[src/rtl/skip_pkg.sv]
// Shared types for the pulse-skipping controller.
package skip_pkg;
    // Phase of one skip-mode pulse sequence.
    typedef enum logic [1:0] {
        PH_IDLE = 2'd0,
        PH_HIGH = 2'd1,
        PH_DEAD = 2'd2,
        PH_LOW  = 2'd3
    } skip_phase_t;
endpackage

[src/rtl/skip_mode_latch.sv]
// Captures the skip-mode choice at the rising edge of enable and holds it
// until enable is sampled low. Assumes en is synchronous to clk.
module skip_mode_latch (
    input  logic clk,
    input  logic rst_n,
    input  logic en,
    input  logic skip_sel,
    output logic mode_q
);
    logic en_q;

    // Track enable and freeze the mode at its rising edge.
    always_ff @(posedge clk) begin
        if (!rst_n) begin
            en_q   <= 1'b0;
            mode_q <= 1'b0;
        end else begin
            en_q <= en;
            if (!en)
                mode_q <= 1'b0;
            else if (!en_q)
                mode_q <= skip_sel;
        end
    end

    p_mode_frozen_r1: assert property (@(posedge clk) disable iff (!rst_n)
        (en && en_q) |=> $stable(mode_q));

    p_mode_clear_r1: assert property (@(posedge clk) disable iff (!rst_n)
        !en |=> !mode_q);
endmodule

[src/rtl/skip_pulse_seq.sv]
// Sequencer for one skip-mode pulse: fixed high-side on-time, break-before-
// make gap, then low side held until the zero-crossing comparator trips.
// Assumes DEAD_CLKS >= 1 and ON_CLKS >= 1; ticks outside idle are ignored.
module skip_pulse_seq
    import skip_pkg::*;
#(
    parameter int ON_CLKS   = 33,
    parameter int DEAD_CLKS = 2
) (
    input  logic clk,
    input  logic rst_n,
    input  logic run,
    input  logic tick,
    input  logic below_sp,
    input  logic zero_x,
    output logic hs_req,
    output logic ls_req,
    output logic pulse_start,
    output logic skip_evt
);
    localparam int TMAX = (ON_CLKS > DEAD_CLKS) ? ON_CLKS : DEAD_CLKS;
    localparam int TW   = $clog2(TMAX + 1);

    skip_phase_t     phase;
    logic [TW-1:0]   tmr;

    // Per-period decision, only taken from idle.
    always_comb begin
        pulse_start = run && (phase == PH_IDLE) && tick && below_sp;
        skip_evt    = run && (phase == PH_IDLE) && tick && !below_sp;
    end

    // Phase and timer update.
    always_ff @(posedge clk) begin
        if (!rst_n) begin
            phase <= PH_IDLE;
            tmr   <= '0;
        end else if (!run) begin
            phase <= PH_IDLE;
            tmr   <= '0;
        end else begin
            case (phase)
                PH_IDLE: if (pulse_start) begin
                    phase <= PH_HIGH;
                    tmr   <= TW'(ON_CLKS - 1);
                end
                PH_HIGH: if (tmr == '0) begin
                    phase <= PH_DEAD;
                    tmr   <= TW'(DEAD_CLKS - 1);
                end else begin
                    tmr <= tmr - 1'b1;
                end
                PH_DEAD: if (tmr == '0) begin
                    phase <= PH_LOW;
                end else begin
                    tmr <= tmr - 1'b1;
                end
                PH_LOW: if (zero_x) begin
                    phase <= PH_IDLE;
                end
                default: phase <= PH_IDLE;
            endcase
        end
    end

    // Switch requests decoded from the phase.
    always_comb begin
        hs_req = (phase == PH_HIGH);
        ls_req = (phase == PH_LOW);
    end

    // Checker-only run length of the high-side request.
    logic [15:0] chk_hs_len;
    always_ff @(posedge clk) begin
        if (!rst_n)
            chk_hs_len <= '0;
        else
            chk_hs_len <= hs_req ? chk_hs_len + 16'd1 : 16'd0;
    end

    p_hs_width_r3: assert property (@(posedge clk) disable iff (!rst_n)
        (!hs_req && chk_hs_len != 16'd0 && $past(run)) |-> (chk_hs_len == 16'(ON_CLKS)));

    p_pulse_start_r3: assert property (@(posedge clk) disable iff (!rst_n)
        pulse_start |=> hs_req);

    p_dead_gap_r4: assert property (@(posedge clk) disable iff (!rst_n)
        $rose(ls_req) |-> !$past(hs_req));

    p_zx_release_r5: assert property (@(posedge clk) disable iff (!rst_n)
        (ls_req && zero_x) |=> !ls_req);

    p_skip_quiet_r6: assert property (@(posedge clk) disable iff (!rst_n)
        skip_evt |=> (!hs_req && !ls_req));

    p_busy_ignore_r9: assert property (@(posedge clk) disable iff (!rst_n)
        (hs_req || ls_req) |-> (!pulse_start && !skip_evt));
endmodule

[src/rtl/skip_run_counter.sv]
// Counts consecutive skipped periods, saturating at all-ones; cleared by a
// pulse start or whenever skip mode is not running.
module skip_run_counter #(
    parameter int CNT_W = 4
) (
    input  logic             clk,
    input  logic             rst_n,
    input  logic             run,
    input  logic             pulse_start,
    input  logic             skip_evt,
    output logic [CNT_W-1:0] count
);
    localparam logic [CNT_W-1:0] CMAX = '1;

    // Saturating skipped-period counter.
    always_ff @(posedge clk) begin
        if (!rst_n || !run)
            count <= '0;
        else if (pulse_start)
            count <= '0;
        else if (skip_evt && count != CMAX)
            count <= count + 1'b1;
    end

    p_sat_hold_r7: assert property (@(posedge clk) disable iff (!rst_n)
        (run && skip_evt && count == CMAX) |=> (count == CMAX));

    p_clear_r8: assert property (@(posedge clk) disable iff (!rst_n)
        pulse_start |=> (count == '0));

    p_step_r6: assert property (@(posedge clk) disable iff (!rst_n)
        (run && skip_evt && count != CMAX) |=> (count == $past(count) + 1'b1));
endmodule

[src/rtl/skip_pulse_ctrl.sv]
// Top of the light-load pulse-skipping controller. In skip mode the switch
// enables come from the pulse sequencer; otherwise the PWM controller's
// requests pass through unchanged. Assumes all inputs are synchronous to clk.
module skip_pulse_ctrl #(
    parameter int ON_CLKS   = 33,
    parameter int DEAD_CLKS = 2,
    parameter int CNT_W     = 4
) (
    input  logic             clk,
    input  logic             rst_n,
    input  logic             en,
    input  logic             skip_sel,
    input  logic             period_tick,
    input  logic             below_sp,
    input  logic             zero_x,
    input  logic             pwm_hs_in,
    input  logic             pwm_ls_in,
    output logic             hs_on,
    output logic             ls_on,
    output logic             skip_active,
    output logic [CNT_W-1:0] skip_count
);
    logic mode_q;
    logic run;
    logic hs_req, ls_req, pulse_start, skip_evt;

    skip_mode_latch u_mode (
        .clk      (clk),
        .rst_n    (rst_n),
        .en       (en),
        .skip_sel (skip_sel),
        .mode_q   (mode_q)
    );

    // Sequencer and counter run only while enabled in skip mode.
    always_comb run = en && mode_q;

    skip_pulse_seq #(
        .ON_CLKS   (ON_CLKS),
        .DEAD_CLKS (DEAD_CLKS)
    ) u_seq (
        .clk         (clk),
        .rst_n       (rst_n),
        .run         (run),
        .tick        (period_tick),
        .below_sp    (below_sp),
        .zero_x      (zero_x),
        .hs_req      (hs_req),
        .ls_req      (ls_req),
        .pulse_start (pulse_start),
        .skip_evt    (skip_evt)
    );

    skip_run_counter #(
        .CNT_W (CNT_W)
    ) u_cnt (
        .clk         (clk),
        .rst_n       (rst_n),
        .run         (run),
        .pulse_start (pulse_start),
        .skip_evt    (skip_evt),
        .count       (skip_count)
    );

    // Select switch drive source by captured mode.
    always_comb begin
        skip_active = mode_q;
        hs_on       = mode_q ? hs_req : pwm_hs_in;
        ls_on       = mode_q ? ls_req : pwm_ls_in;
    end

    p_no_overlap_r10: assert property (@(posedge clk) disable iff (!rst_n)
        skip_active |-> !(hs_on && ls_on));
endmodule

[config.mk]
export PLATFORM = sky130hd
export DESIGN_NAME = skip_pulse_ctrl
export DESIGN_NICKNAME = d
export VERILOG_FILES = /design/src/rtl/skip_pkg.sv /design/src/rtl/skip_mode_latch.sv /design/src/rtl/skip_pulse_seq.sv /design/src/rtl/skip_run_counter.sv /design/src/rtl/skip_pulse_ctrl.sv
export SDC_FILE = /design/constraint.sdc
export NUM_CORES = 1
export LEC_CHECK = 0
export ABC_AREA = 1
export BUFFER_PORTS_ARGS = -buffer_cell sky130_fd_sc_hd__buf_4
export CORE_UTILIZATION = 40
export DETAILED_ROUTE_END_ITERATION = 12
export SETUP_SLACK_MARGIN = 0.15
export SYNTH_ARGS = -nofsm -noshare
export SYNTH_HDL_FRONTEND = slang
export SYNTH_SLANG_ARGS = --single-unit
[constraint.sdc]
create_clock -name clk -period 1.4 [get_ports clk]
set_input_delay 0.14 -clock clk [delete_from_list [all_inputs] [get_ports clk]]
set_output_delay 0.14 -clock clk [all_outputs]
set_load 0.01 [all_outputs]
==> metrics, run 1 <==
Yosys warning total=0; detailed-route via count=934; clk_lat worst skew=270 ps; Initial Util=42.58%; P&R area growth vs syn=41.84%; 1st-pass router iterations=4; R2R Setup Slk=40 ps; RR Endpoint=u_cnt.count[3]$_SDFFE_PP0P_; final worst slack=40.23 ps; worst path bufs/invs=1; Worst-Margin Slew=338.2 ps; RSZ-0062 raised after global routing=yes; placed cells=183; worst clock skew=6.294 ps; critical path peak fanout=6; die height=50.76 um; Final Util=60.39%; top cell type's share of synthesized area=29.47%; global route total overflow=0; worst min path class=in2reg; Top Usage Layer GRT=met2; fin nets=184; Worst path max stage delay=370 ps; Final Hold Fails=0; FMAX=0.7354 GHz; CTS Sinks=14; Post-synth ARST share=0%; Yosys cell types=24; port buffer count=15; run status=finished clean; Critical Path, Cell by Cell=inv_6 -> ha_4 -> nand2_4 -> nor2_4 -> nand3_4 -> nor2_2 -> xnor2_1 -> nor2_1; register bit total from synthesis=14; WL per Instance=10.89 um; Setup crit start kind=register; total power=0.6909 mW; CP Launch Point=u_seq.phase[1]$_SDFFE_PN0P_; count leader, synth=nand2_1; launch point of the worst reg-to-reg path=u_seq.phase[1]$_SDFFE_PN0P_; initial antenna violation count=0; setup TNS=0 ps; die width=50.76 um; Rows=17; critical path type=reg2reg; Via density=4.814; Initial DRC Count=8; antenna cells=0; Worst-path clk slew=80 ps; first-pass GRT wire length=3.767 mm; Finished Cell Area=0.001349 mm^2; EDFF count, synth=0; Max Slew Vio Count=0; share of layout cells above drive strength 1=44.58%; Post-Synthesis Cells=136; Finished Layout Cells=194; H-Tree Depth=1; die area=0.002576 mm^2; Hold Crit Depth=3; Core Box Area=0.002233 mm^2; P per Cell Area=512.3 mW/mm^2; WP data required=1570 ps; top cells by area, synth=dfxtp_1 (29%), nand2_1 (15%), ha_1 (9.2%); clk buf depth=2; GRT met2 Usage=36.22%; Placement Setup Slack=-1.652 ps; hold path start=rst_n; Final min period=1360 ps; Antenna Nets Post-Route=0; DRC Markers=0; CP max stage cell=dfxtp_4; CP arrival=1530 ps; Most used DFF post-synth=dfxtp_1; VDD IR-drop max=0.0004311 V; post-DP HPWL=1.641 mm; GRT Util Overall=19.53%; syn avg cell area=6.992 um^2; syn nets=152; area leader, netlist=dfxtp_1; final setup violating endpoints=0; P_leak=0.5945 nW; CTS Buf Count=3; total wire length=2.112 mm; CP delay by family, top=simple AND/OR/NAND/NOR gates; Hold-fix buffers, CTS=0; largest net degree at the start of global routing=9; M3 GR Usage=4.848%; Seq/Total Area, Yosys=29.47%; CTS tree=built; DP Area=0.001181 mm^2; hold endpoint=u_mode.en_q$_SDFF_PN0_; Synth top cells by count=nand2_1 (38), inv_1 (19), dfxtp_1 (14); fin crit share=97.13%; Max-cap violations=0; Placer Congestion=0.7318; clk root buf=clkbuf_4; crit path capture type=register; R2R depth=8; I/O pin total=16; mapped cell area=950.9 um^2; vias in the first global route=899; met1 Use GR=21.31%; slew margin rel.=77.28%; WHS=95.08 ps
==> area by class of cell <==
class,count,area (um^2)
sequential,14,294.0
timing repair buffer,27,210.2
clock buffer,3,22.52
fill,208,884.6
multi-input combinational,103,708.2
tap,28,35.03
inverter,19,78.83
==> cells by family after synthesis <==
| logic type | share of synthesized area [%] |
|---|---|
| compound gates | 8.552 |
| simple gates | 43.42 |
| flops | 29.47 |
| buf+inv | 7.500 |
| xor+xnor | 1.842 |
| fa+ha+maj | 9.210 |
==> placed cells by master, fill, tap and decap left out, types with 3 or more instances in the layout <==
master,n
nand2_1,32
buf_4,25
nor2_1,12
inv_1,11
nand3_1,9
a21oi_1,7
dfxtp_1,7
inv_2,6
nand2_4,5
dfxtp_2,5
nand2_2,4
o21ai_1,3
nor2_4,3
nand4_1,3
ha_1,3
ha_4,3
clkbuf_4,3
==> sequential cells by signal (all words and copies together), names as in the netlist <==
name           cells
u_cnt.count        4
u_mode.en_q        1
u_mode.mode_q      1
u_seq.phase        2
u_seq.tmr          6
==> worst min-delay path, cell delays in order <==
cell and delay [ps]:
buf_4 70, nand2_1 60, inv_1 60
==> power breakdown <==
group / internal (mW) / total [mW] / switching, mW
Combinational: 0.0327 / 0.0626 / 0.0299
Clock: 0.0995 / 0.228 / 0.129
Sequential: 0.397 / 0.400 / 0.00285
==> worst max-delay path by stage <==
stage / to / slack (ps) / cells past startpoint
6_report: u_cnt.count[3]$_SDFFE_PP0P_ / 40 / 8
3_3_place_gp: u_seq.tmr[3]$_SDFFE_PN0P_ / 60 / 10
3_5_place_dp: u_seq.tmr[3]$_SDFFE_PN0P_ / -2 / 10
4_1_cts: u_seq.tmr[0]$_SDFFE_PN0P_ / 8 / 8
2_1_floorplan: u_seq.phase[0]$_SDFFE_PN0P_ / 150 / 10
5_1_grt: u_seq.phase[1]$_SDFFE_PN0P_ / -60 / 10
==> per-layer routing <==
layer,share of wire [%],wire [um]
met5,0,0
met4,0.80,17
met3,2.1,45
met2,55,1160
met1,42,890
==> timing repair <==
item / CTS / global route
pin swaps: 3 / 9
setup buffers: 5 / 3
setup endpoints to repair: 14 / 14
gates resized for setup: 13 / 17
gates cloned: 0 / 0
Note: power is estimated with default switching activity, not from simulation.
==> run 2: changes to the inputs <==
--- a/config.mk
+++ b/config.mk
@@ -7,6 +7,8 @@
 export LEC_CHECK = 0
 export ABC_AREA = 1
 export BUFFER_PORTS_ARGS = -buffer_cell sky130_fd_sc_hd__buf_4
+export CAP_MARGIN = 20
+export CORE_ASPECT_RATIO = 0.8
 export CORE_UTILIZATION = 40
 export DETAILED_ROUTE_END_ITERATION = 12
 export SETUP_SLACK_MARGIN = 0.15
==> metrics, run 2 (same netlist as run 1, synthesis figures left out) <==
Placer Congestion=0.7978; worst path bufs/invs=3; clk buf depth=2; vias in the first global route=925; P per Cell Area=525.9 mW/mm^2; setup TNS=-16.71 ps; worst clock skew=13.57 ps; total power=0.7627 mW; fin crit share=101.2%; total wire length=2.346 mm; fin nets=189; port buffer count=15; Initial Util=43.30%; Top Registers=u_seq.tmr: 6 flops, u_cnt.count: 4 flops, u_seq.phase: 2 flops; area of the multi-input gates=740.7 um^2; Largest Register=u_seq.tmr; die height=45.61 um; CTS tree=built; first-pass GRT wire length=3.898 mm; die area=0.002577 mm^2; detailed-route via count=943; DP Area=0.001185 mm^2; Final Hold Fails=0; initial antenna violation count=0; critical path peak fanout=4; FF/Latch Area=294.0 um^2; most common cell after layout, fill and taps aside=nand2_1; worst min path class=in2reg; RSZ-0062 raised after global routing=yes; run status=complete, but fails checks; FMAX=0.7059 GHz; WP data required=1620 ps; Max-cap violations=0; H-Tree Depth=1; Via density=4.787; Antenna Nets Post-Route=0; Initial DRC Count=29; VDD IR-drop max=0.0004903 V; Core Box Area=0.002196 mm^2; Final min period=1417 ps; CTS Sinks=14; violated checks=negative setup slack; DRC Markers=0; largest net degree at the start of global routing=9; Finished Cell Area=0.001450 mm^2; clk root buf=clkbuf_4; Critical Path, Cell by Cell=inv_4 -> ha_4 -> inv_4 -> buf_4 -> nor3_1 -> nand4_1 -> nand2_1 -> nand2_1 -> nor2_1; share of layout cells above drive strength 1=50.58%; final setup violating endpoints=1; P&R area growth vs syn=52.50%; post-DP HPWL=1.658 mm; WL per Instance=11.91 um; die width=56.51 um; I/O pin total=16; Finished Layout Cells=197; most frequent cells in the layout=nand2_1 (30), buf_4 (28), inv_1 (11), nor2_1 (11); Max Slew Vio Count=0; CTS Buf Count=3; Rows=15; antenna cells=0; CP arrival=1640 ps; GRT Util Overall=20.15%; Setup crit start kind=register; Worst-Margin Slew=346.7 ps; final worst slack=-16.71 ps; placed cells=181; crit path capture type=register; max reg flops=6; Worst-path clk slew=100 ps; Layout fillers=184; CP delay by family, top=simple AND/OR/NAND/NOR gates; 1st-pass router iterations=4; global route total overflow=0; Worst path max stage delay=380 ps; CP max stage cell=dfxtp_4; clk_lat worst skew=290 ps; critical path type=reg2reg; P_leak=0.6293 nW; slew margin rel.=76.76%
[run 2: stage by stage]
stage | worst slack, ps | util [%] | hold slack [ps]
global route | -119.6 | 66.04 | 82.72
global placement | 38.21 | 53.96 | 365.3
finish | -16.71 | 66.04 | 64.74
floorplan | 147.3 | - | 264.1
CTS | -29.15 | 60.91 | 66.52
detailed placement | 7.166 | 53.96 | 373.6
[run 2: final timing paths]
| check | startpoint | end | slack [ps] | cells past startpoint |
|---|---|---|---|---|
| max reg2reg | u_seq.tmr[0]$_SDFFE_PN0P_ | u_seq.tmr[4]$_SDFFE_PN0P_ | -20 | 9 |
| min reg2reg | u_mode.en_q$_SDFF_PN0_ | u_mode.mode_q$_SDFFE_PN0N_ | 420 | 1 |
| max | u_seq.tmr[0]$_SDFFE_PN0P_ | u_seq.tmr[4]$_SDFFE_PN0P_ | -20 | 9 |
| min | rst_n | u_mode.en_q$_SDFF_PN0_ | 60 | 3 |
[run 2: worst reg2reg max path: stages (launching register included)]
cell	delay [ps]
dfxtp_4	380
inv_4	60
ha_4	150
inv_4	40
buf_4	120
nor3_1	270
nand4_1	130
nand2_1	70
nand2_1	50
nor2_1	70
[run 2: layout make-up]
cell class / instances / area share [%]
Clock buffer: 4 / 2.502
Inverter: 19 / 5.781
Multi-Input combinational cell: 103 / 51.08
Sequential cell: 14 / 20.28
Tap cell: 25 / 2.157
Timing Repair Buffer: 32 / 18.21
[run 2: timing repair]
action | 4_1_cts | 5_1_grt
resized for setup | 18 | 22
pin swaps | 11 | 22
hold buffers | 0 | 0
setup endpoints to repair | 14 | 14
buffers inserted | 7 | 5
endpoints found under the hold margin | 0 | 0
[run 2: where the power goes]
part,leakage (nW),switching [mW],internal [mW]
Clock,0.0210,0.142,0.158
Sequential,0.116,0.00252,0.395
Combinational,0.492,0.0309,0.0331
Total,0.629,0.176,0.587
[run 2: layer usage]
layer	global-route usage, %	part of all wire (%)
met2	35.53	50
met1	24.05	46
met3	5.114	3.7
met5	0	0
met4	7.805	0.51
==> run 3: changes to the inputs <==
--- a/config.mk
+++ b/config.mk
@@ -5,7 +5,6 @@
 export SDC_FILE = /design/constraint.sdc
 export NUM_CORES = 1
 export LEC_CHECK = 0
-export ABC_AREA = 1
 export BUFFER_PORTS_ARGS = -buffer_cell sky130_fd_sc_hd__buf_4
 export CAP_MARGIN = 20
 export CORE_ASPECT_RATIO = 0.8
==> metrics, run 3 <==
run status=complete, but fails checks; violated checks=negative setup slack; clk root buf=clkbuf_4; Setup crit start kind=register; FMAX=0.6565 GHz; worst min path class=in2reg; mapped cell area=834.6 um^2; die area=0.002274 mm^2; crit path capture type=output pin; clk_lat worst skew=270 ps; max reg flops=6; CP Launch Point=u_seq.phase[0]$_SDFFE_PN0P_; first-pass GRT wire length=3.753 mm; Max Slew Vio Count=0; Post-Synthesis Cells=92; WL per Instance=14.91 um; most common cell after layout, fill and taps aside=buf_4; critical path type=reg2out; most frequent cells in the layout=buf_4 (37), dfxtp_1 (10), nor2_1 (9), buf_6 (9), nand2_1 (5); Finished Layout Cells=165; final setup violating endpoints=11; count leader, synth=dfxtp_1; P_leak=0.5693 nW; share of layout cells above drive strength 1=65.25%; Layout fillers=132; Yosys cell types=30; launch point of the worst reg-to-reg path=u_seq.phase[1]$_SDFFE_PN0P_; vias in the first global route=817; Via density=5.279; Initial Util=43.31%; top cell type's share of synthesized area=33.58%; CP arrival=1380 ps; global route total overflow=0; Top Registers=u_seq.tmr: 6 flops, u_cnt.count: 4 flops, u_seq.phase: 2 flops; GRT Util Overall=23.55%; Max-cap violations=0; die width=53.07 um; Core Box Area=0.001927 mm^2; critical path peak fanout=2; setup TNS=-744.0 ps; EDFF count, synth=0; placed cells=149; post-DP HPWL=1.601 mm; P per Cell Area=465.1 mW/mm^2; RSZ-0062 raised after global routing=yes; Synth top cells by count=dfxtp_1 (14), nor2_1 (10), ha_1 (7), nand2_1 (7), a21oi_1 (5); 1st-pass router iterations=4; Placer Congestion=0.8341; Antenna Nets Post-Route=0; total wire length=2.460 mm; register bit total from synthesis=14; clk buf depth=2; worst clock skew=2.645 ps; port buffer count=15; top cells by area, synth=dfxtp_1 (34%), ha_1 (10%), nor2_1 (4.5%); slew margin rel.=76.90%; fin nets=159; DRC Markers=0; CTS Sinks=14; Finished Cell Area=0.001486 mm^2; Final Hold Fails=0; initial antenna violation count=0; Hold-fix buffers, CTS=0; R2R depth=7; P&R area growth vs syn=78.11%; WP data required=1260 ps; die height=42.86 um; I/O pin total=16; Seq/Total Area, Yosys=33.58%; Post-synth ARST share=0%; largest net degree at the start of global routing=8; Most used DFF post-synth=dfxtp_1; Worst-path clk slew=80 ps; Worst-Margin Slew=343.9 ps; RR Endpoint=u_seq.tmr[4]$_SDFFE_PN0P_; Largest Register=u_seq.tmr; Final min period=1523 ps; syn avg cell area=9.071 um^2; CTS tree=built; WHS=120.6 ps; fin crit share=108.8%; Final Util=77.14%; DP Area=0.001170 mm^2; CTS Buf Count=3; R2R Setup Slk=-70 ps; Yosys warning total=0; H-Tree Depth=1; area leader, netlist=dfxtp_1; VDD IR-drop max=0.0005309 V; Initial DRC Count=16; antenna cells=0; detailed-route via count=871; syn nets=108; Rows=14; final worst slack=-123.2 ps; crit path capture=hs_on
## run 3: metal layers
| metal | part of all wire, % | track usage (%) |
|---|---|---|
| met5 | 0 | 0 |
| met4 | 0 | 6.316 |
| met3 | 3.6 | 7.527 |
| met2 | 49 | 35.44 |
| met1 | 47 | 31.97 |
## run 3: critical path, cell delays in order, from the launching register on
cell and delay [ps]:
dfxtp_2 340, buf_6 120, ha_4 150, buf_6 110
mux2_4 260, buf_6 120
## run 3: kinds of logic after synthesis
kind of cell             after synthesis  share of synthesized area (%)
AND/OR/NAND/NOR                       41                          27.29
AO/OA/AOI/OAI                         17                          16.34
flip-flops                            14                          33.58
adder cells (fa/ha/maj)                7                          10.49
multiplexers                           5                          6.297
XOR/XNOR                               4                          4.199
buffers and inverters                  4                          1.799
## run 3: worst min path at each step
stage	startpoint	end	slack, ps	cells past startpoint
after floorplan	en	u_mode.en_q$_SDFF_PN0_	300	1
after global placement	rst_n	u_mode.en_q$_SDFF_PN0_	400	2
after detailed placement	rst_n	u_mode.en_q$_SDFF_PN0_	400	2
after CTS	rst_n	u_mode.en_q$_SDFF_PN0_	110	2
after global routing	skip_sel	u_mode.mode_q$_SDFFE_PN0N_	120	3
final	rst_n	u_mode.en_q$_SDFF_PN0_	120	2
## run 3: repair_timing
action                                  4_1_cts  5_1_grt
setup buffers                                 7        6
endpoints found under the setup margin       14       14
resized for setup                            26       19
pin swaps                                    11       14
## run 3: power breakdown
part / leakage [nW] / switching, mW / total (mW) / internal, mW
registers: 0.115 / 0.00377 / 0.403 / 0.399
clock network: 0.0138 / 0.123 / 0.222 / 0.0996
logic: 0.440 / 0.0282 / 0.0663 / 0.0382
total: 0.569 / 0.155 / 0.691 / 0.537
## run 3: layout make-up
type | count | area (um^2) | share of cell area, %
multi-input cells | 74 | 744.5 | 50.08
repair buffers | 46 | 379.1 | 25.51
flip-flops and latches | 14 | 287.8 | 19.36
well taps | 24 | 30.03 | 2.020
clock buffers | 3 | 22.52 | 1.515
inverters | 4 | 22.52 | 1.515
## run 3: through the flow
stage / setup slack, ps / total power, mW
floorplan: -58.97 / 0.4321
global placement: -142.5 / 0.4677
detailed placement: -124.8 / 0.4687
CTS: -100.0 / 0.6997
global route: -176.9 / 0.7299
finish: -123.2 / 0.6913
